File: src/rtl/wdtp_pkg.sv
package wdtp_pkg;

    localparam logic [7:0] KEY_WRITE = 8'h5A;
    localparam logic [7:0] KEY_READ  = 8'h69;

    typedef enum logic [1:0] {
        ADDR_CTRL = 2'd0,
        ADDR_IEN  = 2'd1,
        ADDR_FLAG = 2'd2
    } reg_addr_e;

    // Field order follows bit positions 7 down to 0 of the control word.
    typedef struct packed {
        logic       hold;
        logic       nmi_fall;
        logic       pin_nmi;
        logic       interval;
        logic       clr;
        logic       slow_src;
        logic [1:0] tap;
    } ctrl_t;

    // Event bits: nmi sits at word bit 4, tmr at word bit 0.
    typedef struct packed {
        logic nmi;
        logic tmr;
    } evt_t;

    function automatic evt_t evt_from_word(input logic [15:0] w);
        evt_t e;
        e.nmi = w[4];
        e.tmr = w[0];
        return e;
    endfunction

    function automatic logic [15:0] evt_to_word(input evt_t e);
        logic [15:0] w;
        w    = '0;
        w[4] = e.nmi;
        w[0] = e.tmr;
        return w;
    endfunction

endpackage

File: src/rtl/wdtp_ctrl.sv
module wdtp_ctrl
    import wdtp_pkg::*;
(
    input  logic        clk,
    input  logic        rst,
    input  logic        wr_en,
    input  logic [15:0] wr_data,
    output ctrl_t       ctrl,
    output logic        clr_pulse,
    output logic        key_fault
);

    logic  key_ok;
    logic  accept;
    ctrl_t ctrl_q;
    ctrl_t ctrl_d;

    assign key_ok    = (wr_data[15:8] == KEY_WRITE);
    assign accept    = wr_en && key_ok;
    assign clr_pulse = accept && wr_data[3];

    always_comb begin
        ctrl_d     = ctrl_t'(wr_data[7:0]);
        ctrl_d.clr = 1'b0;
    end

    always_ff @(posedge clk) begin
        if (rst) begin
            ctrl_q    <= '0;
            key_fault <= 1'b0;
        end else begin
            key_fault <= wr_en && !key_ok;
            if (accept) begin
                ctrl_q <= ctrl_d;
            end
        end
    end

    assign ctrl = ctrl_q;

endmodule

File: src/rtl/wdtp_counter.sv
module wdtp_counter
    import wdtp_pkg::*;
#(
    parameter int CNT_W    = 16,
    parameter int TAP0_EXP = 15,
    parameter int TAP1_EXP = 13,
    parameter int TAP2_EXP = 9,
    parameter int TAP3_EXP = 6
) (
    input  logic             clk,
    input  logic             rst,
    input  logic             fast_tick,
    input  logic             slow_tick,
    input  ctrl_t            ctrl,
    input  logic             clr_pulse,
    output logic [CNT_W-1:0] cnt,
    output logic             expire
);

    localparam logic [CNT_W-1:0] LAST0 = CNT_W'((64'd1 << TAP0_EXP) - 64'd1);
    localparam logic [CNT_W-1:0] LAST1 = CNT_W'((64'd1 << TAP1_EXP) - 64'd1);
    localparam logic [CNT_W-1:0] LAST2 = CNT_W'((64'd1 << TAP2_EXP) - 64'd1);
    localparam logic [CNT_W-1:0] LAST3 = CNT_W'((64'd1 << TAP3_EXP) - 64'd1);

    logic [CNT_W-1:0] last;
    logic             tick;
    logic             advance;

    always_comb begin
        unique case (ctrl.tap)
            2'b00:   last = LAST0;
            2'b01:   last = LAST1;
            2'b10:   last = LAST2;
            default: last = LAST3;
        endcase
    end

    assign tick    = ctrl.slow_src ? slow_tick : fast_tick;
    assign advance = tick && !ctrl.hold;

    always_ff @(posedge clk) begin
        if (rst) begin
            cnt    <= '0;
            expire <= 1'b0;
        end else begin
            expire <= 1'b0;
            if (clr_pulse) begin
                cnt <= '0;
            end else if (advance) begin
                if (cnt >= last) begin
                    cnt    <= '0;
                    expire <= 1'b1;
                end else begin
                    cnt <= cnt + 1'b1;
                end
            end
        end
    end

endmodule

File: src/rtl/wdtp_pin.sv
module wdtp_pin
    import wdtp_pkg::*;
(
    input  logic  clk,
    input  logic  rst,
    input  logic  pin,
    input  ctrl_t ctrl,
    output logic  edge_hit,
    output logic  pin_rst
);

    logic pin_q;
    logic rise;
    logic fall;

    always_ff @(posedge clk) begin
        if (rst) begin
            pin_q <= 1'b1;
        end else begin
            pin_q <= pin;
        end
    end

    assign rise     = pin && !pin_q;
    assign fall     = !pin && pin_q;
    assign edge_hit = ctrl.pin_nmi && (ctrl.nmi_fall ? fall : rise);
    assign pin_rst  = !ctrl.pin_nmi && !pin_q;

endmodule

File: src/rtl/wdt_guard.sv
module wdt_guard
    import wdtp_pkg::*;
#(
    parameter int CNT_W    = 16,
    parameter int TAP0_EXP = 15,
    parameter int TAP1_EXP = 13,
    parameter int TAP2_EXP = 9,
    parameter int TAP3_EXP = 6
) (
    input  logic        clk,
    input  logic        rst,
    input  logic        fast_tick,
    input  logic        slow_tick,
    input  logic        bus_we,
    input  logic [1:0]  bus_addr,
    input  logic [15:0] bus_wdata,
    output logic [15:0] bus_rdata,
    input  logic        nmi_pin,
    output logic        rst_req,
    output logic        timer_irq,
    output logic        nmi_irq
);

    ctrl_t            ctrl;
    logic             clr_pulse;
    logic             key_fault;
    logic [CNT_W-1:0] cnt;
    logic             expire;
    logic             edge_hit;
    logic             pin_rst;
    evt_t             ien_q;
    evt_t             flg_q;
    evt_t             flg_d;
    reg_addr_e        addr;

    assign addr = reg_addr_e'(bus_addr);

    wdtp_ctrl u_ctrl (
        .clk       (clk),
        .rst       (rst),
        .wr_en     (bus_we && (addr == ADDR_CTRL)),
        .wr_data   (bus_wdata),
        .ctrl      (ctrl),
        .clr_pulse (clr_pulse),
        .key_fault (key_fault)
    );

    wdtp_counter #(
        .CNT_W    (CNT_W),
        .TAP0_EXP (TAP0_EXP),
        .TAP1_EXP (TAP1_EXP),
        .TAP2_EXP (TAP2_EXP),
        .TAP3_EXP (TAP3_EXP)
    ) u_cnt (
        .clk       (clk),
        .rst       (rst),
        .fast_tick (fast_tick),
        .slow_tick (slow_tick),
        .ctrl      (ctrl),
        .clr_pulse (clr_pulse),
        .cnt       (cnt),
        .expire    (expire)
    );

    wdtp_pin u_pin (
        .clk      (clk),
        .rst      (rst),
        .pin      (nmi_pin),
        .ctrl     (ctrl),
        .edge_hit (edge_hit),
        .pin_rst  (pin_rst)
    );

    always_comb begin
        flg_d = flg_q;
        if (bus_we && (addr == ADDR_FLAG)) begin
            flg_d = evt_from_word(bus_wdata);
        end
        if (expire && ctrl.interval) begin
            flg_d.tmr = 1'b1;
        end
        if (edge_hit) begin
            flg_d.nmi = 1'b1;
        end
    end

    always_ff @(posedge clk) begin
        if (rst) begin
            ien_q <= '0;
            flg_q <= '0;
        end else begin
            flg_q <= flg_d;
            if (bus_we && (addr == ADDR_IEN)) begin
                ien_q <= evt_from_word(bus_wdata);
            end
        end
    end

    always_comb begin
        unique case (addr)
            ADDR_CTRL: bus_rdata = {KEY_READ, 8'(ctrl)};
            ADDR_IEN:  bus_rdata = evt_to_word(ien_q);
            ADDR_FLAG: bus_rdata = evt_to_word(flg_q);
            default:   bus_rdata = '0;
        endcase
    end

    assign rst_req   = key_fault || (expire && !ctrl.interval) || pin_rst;
    assign timer_irq = flg_q.tmr && ien_q.tmr;
    assign nmi_irq   = flg_q.nmi && ien_q.nmi;

endmodule

File: config.mk
export PLATFORM = sky130hd
export DESIGN_NAME = wdt_guard
export DESIGN_NICKNAME = d
export VERILOG_FILES = /design/src/rtl/wdtp_pkg.sv /design/src/rtl/wdtp_ctrl.sv /design/src/rtl/wdtp_counter.sv /design/src/rtl/wdtp_pin.sv /design/src/rtl/wdt_guard.sv
export SDC_FILE = /design/constraint.sdc
export NUM_CORES = 1
export LEC_CHECK = 0
export ABC_CLOCK_PERIOD_IN_PS = 3200
export BUFFER_PORTS_ARGS = -buffer_cell sky130_fd_sc_hd__buf_2
export CAP_MARGIN = 0
export CORE_UTILIZATION = 54
export CTS_CLUSTER_SIZE = 25
export DETAILED_ROUTE_END_ITERATION = 16
export HOLD_SLACK_MARGIN = 0.03
export PLACE_DENSITY = 0.8
export SYNTH_ARGS = -nofsm -noshare
export SYNTH_HDL_FRONTEND = slang
export SYNTH_HIERARCHICAL = 1
export SYNTH_SLANG_ARGS = --single-unit
File: constraint.sdc
create_clock -name clk -period 3.2 [get_ports clk]
set_clock_uncertainty 0.1 [all_clocks]
set_input_delay 0.64 -clock clk [delete_from_list [all_inputs] [get_ports clk]]
set_output_delay 0.64 -clock clk [all_outputs]
set_load 0.01 [all_outputs]
==> impl_summary.log <==
INFO  metric post_cts_resized = 0
INFO  metric status = complete, no violations
INFO  metric setup_violations = 0
INFO  metric leakage = 0.955 nW
INFO  metric min_period_over_period = around four fifths
INFO  metric cts_setup_buffers = 0
INFO  metric synth_cell_type_count = 48
INFO  metric floorplan.initialDensity = 57.3%
INFO  metric floorplan.core_area = 3360 sq um
INFO  metric slew_violations = 0
INFO  metric synth.ff_latch_count = 30
INFO  metric avgSynthCellArea = around 9.3 sq um
INFO  metric dp_hpwl = 2960 um
INFO  metric max_freq = about 400 MHz
INFO  metric grt_antenna_before_repair = 0
INFO  metric synth_top_area_share = ~31%
INFO  metric grt_usage = 22.8%
INFO  metric final_sum_of_negative_setup_slack = 0 ns
INFO  metric h-tree-depth = 2
INFO  metric design_power_total = between 0.6 and 0.7 mW
INFO  metric grt_start_max_net_pins = 23
INFO  metric clock_sinks = 30
INFO  metric reg_to_reg_critical_path_endpoint = u_cnt/expire
INFO  metric global_route.overflow_total = 0
INFO  metric unrepaired_setup_endpoints_after_global_routing = false
INFO  metric row_count = 21
INFO  metric worst_pin_slew = approximately 0.50 ns
INFO  metric vias_per_cell = 5.30
INFO  metric drt_iter0_drc = 28
INFO  metric detailroute.via_count = 1537
INFO  metric ant_nets = 0
INFO  metric floorplan.die_area = 3810 sq um
INFO  metric post_synthesis_sequential_area_ratio = 31.2%
INFO  metric synth-warning-count = 6
INFO  metric floorplan.die.height = between 60 and 70 um
INFO  metric antenna_cells_inserted = 0
INFO  metric cts_root_buf = clkbuf_4
INFO  metric synth_area_leader_cell = dfxtp_1
INFO  metric kind_of_start_point_of_the_critical_path = register
INFO  metric tritoncts = built
INFO  metric grt_pass1_wl = between 6000 and 7000 um
INFO  metric max-vdd-ir-drop = 0.234 mV
INFO  metric place.gp.congestion = 0.838
INFO  metric detailed_place.area = ~2100 sq um
INFO  metric tritoncts.num_buffers = 5
INFO  metric critical_path_peak_fanout = 13
INFO  metric number_of_nets_in_the_finished_design = about 280
INFO  metric timing.max_cap.violations = 0
INFO  metric routed_wirelength = about 3800 um
INFO  metric cts-hold-fix-buffers = 0
INFO  metric endpoint_kind = register
INFO  metric cellPowerDensity = 317 nW/um^2
INFO  metric synthesis.area = 1930 sq um
INFO  metric worst-endpoint-arrival = 2.70 ns
INFO  metric number_of_cells_after_detailed_placement = 282
INFO  metric drt-wirelength-per-cell = 13.2 um
INFO  metric final_period_minus_worst_setup_slack = around 2.5 ns
INFO  metric final_cell_count_no_fill = 290
INFO  metric flow.area_growth_from_synthesis = 12.7%
INFO  metric worstSetupPathType = register to register
INFO  metric timing.critical_path.from = u_ctrl/ctrl[1]
INFO  metric reg2reg_slack = 0.69 ns
INFO  metric post-route-drc-count = 0
INFO  metric hold_class = register to register
INFO  metric first_global_vias = 1424
INFO  metric worst_setup_path_endpoint = u_cnt/expire
INFO  metric timing.max_slew.rel_slack = 66.8%
INFO  metric worst_r2r_path_depth = 7
INFO  metric cell_count_after_synthesis = 207
INFO  metric die_w = around 62 um
INFO  metric cp.required = 3.38 ns
INFO  metric finalHoldViolations = 0
INFO  metric path_clk_slew = 0.09 ns
INFO  metric drt_first_pass_iters = 4
INFO  metric hold_depth = 2
INFO  metric finalHoldWorstSlack = ~0.37 ns
INFO  metric synth.area.top_cells = dfxtp_1 31%, nor3_2 6.8%, ha_1 6.5%
INFO  metric placement.io_buffers = 37
INFO  metric synth-async-reset-ratio = 0%
INFO  metric pin_count = 43
INFO  metric critical_path.reg2reg.startpoint = u_ctrl/ctrl[1]
INFO  metric synth_top_flop_cell = dfxtp_1
INFO  metric worstSkewPairLatency = 0.33 ns
INFO  metric cts_buffer_depth = 2
INFO  metric finish.instance_area = 2170 sq um
INFO  metric count_of_flip_flops_with_a_built_in_enable_after_synthesis = 0
INFO  metric drive_gt1_share = 30.3%
-- layer usage --
layer / up-vias / global-route usage, % / share of wire, %
met5: - / 0 / 0
met4: 0 / 15.9 / 4.2
met3: 15 / 4.55 / 3.4
met2: 40 / 39.5 / 49
met1: 700 / 24.9 / 43
li1: 782 / - / -
-- layout by cell type, fill, tap and decap left out, types with 4 or more instances in the layout --
cell	n
a21oi_1	8
and2_1	13
buf_2	37
clkbuf_4	5
conb_1	5
dfxtp_1	30
ha_1	10
mux2i_1	11
nand2_1	18
nand2b_1	14
nand3_1	8
nand4_1	4
nand4b_1	4
nor2_1	9
nor3_2	13
xor2_1	9
-- worst min path at each step --
stage                      start            to  slack (ns)
finish                  ien_q[1]      ien_q[1]        0.37
global route        u_cnt/cnt[1]  u_cnt/cnt[1]        0.40
CTS                     ien_q[1]      ien_q[1]        0.38
detailed placement      ien_q[1]      ien_q[1]        0.36
global placement    u_cnt/cnt[1]  u_cnt/cnt[1]        0.36
floorplan           u_cnt/expire      flg_q[0]        0.33
-- worst max-delay path: stages, from the launching register on --
cell and delay (ns):
dfxtp_1 0.40, or2_2 0.34, ha_1 0.34, nand4b_1 0.16
nor2_2 0.26, nand4_4 0.18, a21oi_4 0.48, and2_1 0.19
-- logic make-up after synthesis --
| kind of cell | share of synthesized area, % |
|---|---|
| AOI/OAI and AO/OA | 8.12 |
| xor gates and xnor gates | 5.00 |
| adders and majority gates | 6.50 |
| buffers and inverters | 5.85 |
| DFF | 31.2 |
| muxes | 5.72 |
| other | 0.390 |
| and+or+nand+nor | 37.2 |
-- cells in the mapped netlist (2+ instances only) --
| cell type | n |
|---|---|
| xnor2_1 | 2 |
| nand2_1 | 18 |
| xor2_1 | 9 |
| nand2b_1 | 14 |
| o21ai_0 | 3 |
| and2_1 | 13 |
| and3_1 | 3 |
| buf_4 | 8 |
| nor2_1 | 9 |
| nor3_2 | 13 |
| or2_1 | 3 |
| a21oi_1 | 8 |
| nand3_1 | 8 |
| conb_1 | 2 |
| nand4_1 | 4 |
| nand4bb_1 | 2 |
| nand4b_1 | 4 |
| mux2i_1 | 11 |
| ha_1 | 10 |
| nor3_1 | 3 |
| clkbuf_1 | 4 |
| dfxtp_1 | 30 |
-- per-stage QoR --
step,utilization [%],setup slack [ns]
after global routing,64.5,0.574
after global placement,62.8,0.815
after CTS,64.5,0.696
after floorplan,-,0.167
final,64.5,0.686
after detailed placement,62.8,0.729
-- power by group --
part	switching, mW	internal (mW)	total, mW
logic	0.0346	0.0319	0.0665
registers	0.00393	0.378	0.382
clock network	0.133	0.106	0.239
total	0.171	0.516	0.688
-- flip-flops by register name, indices dropped and copies added (netlist names) --
register          flops
u_cnt/cnt            16
u_ctrl/ctrl           7
flg_q                 2
ien_q                 2
u_cnt/expire          1
u_ctrl/key_fault      1
u_pin/pin_q           1
-- cell type report --
type,count,area [sq um]
Tap cell,46,57.6
Timing Repair Buffer,40,208
Clock buffer,7,55.1
Multi-Input combinational cell,164,1220
Fill cell,323,1190
Clock inverter,1,5.00
Sequential cell,30,601
Inverter,2,21.3
No activity file was read; power rests on OpenSTA's default activity.
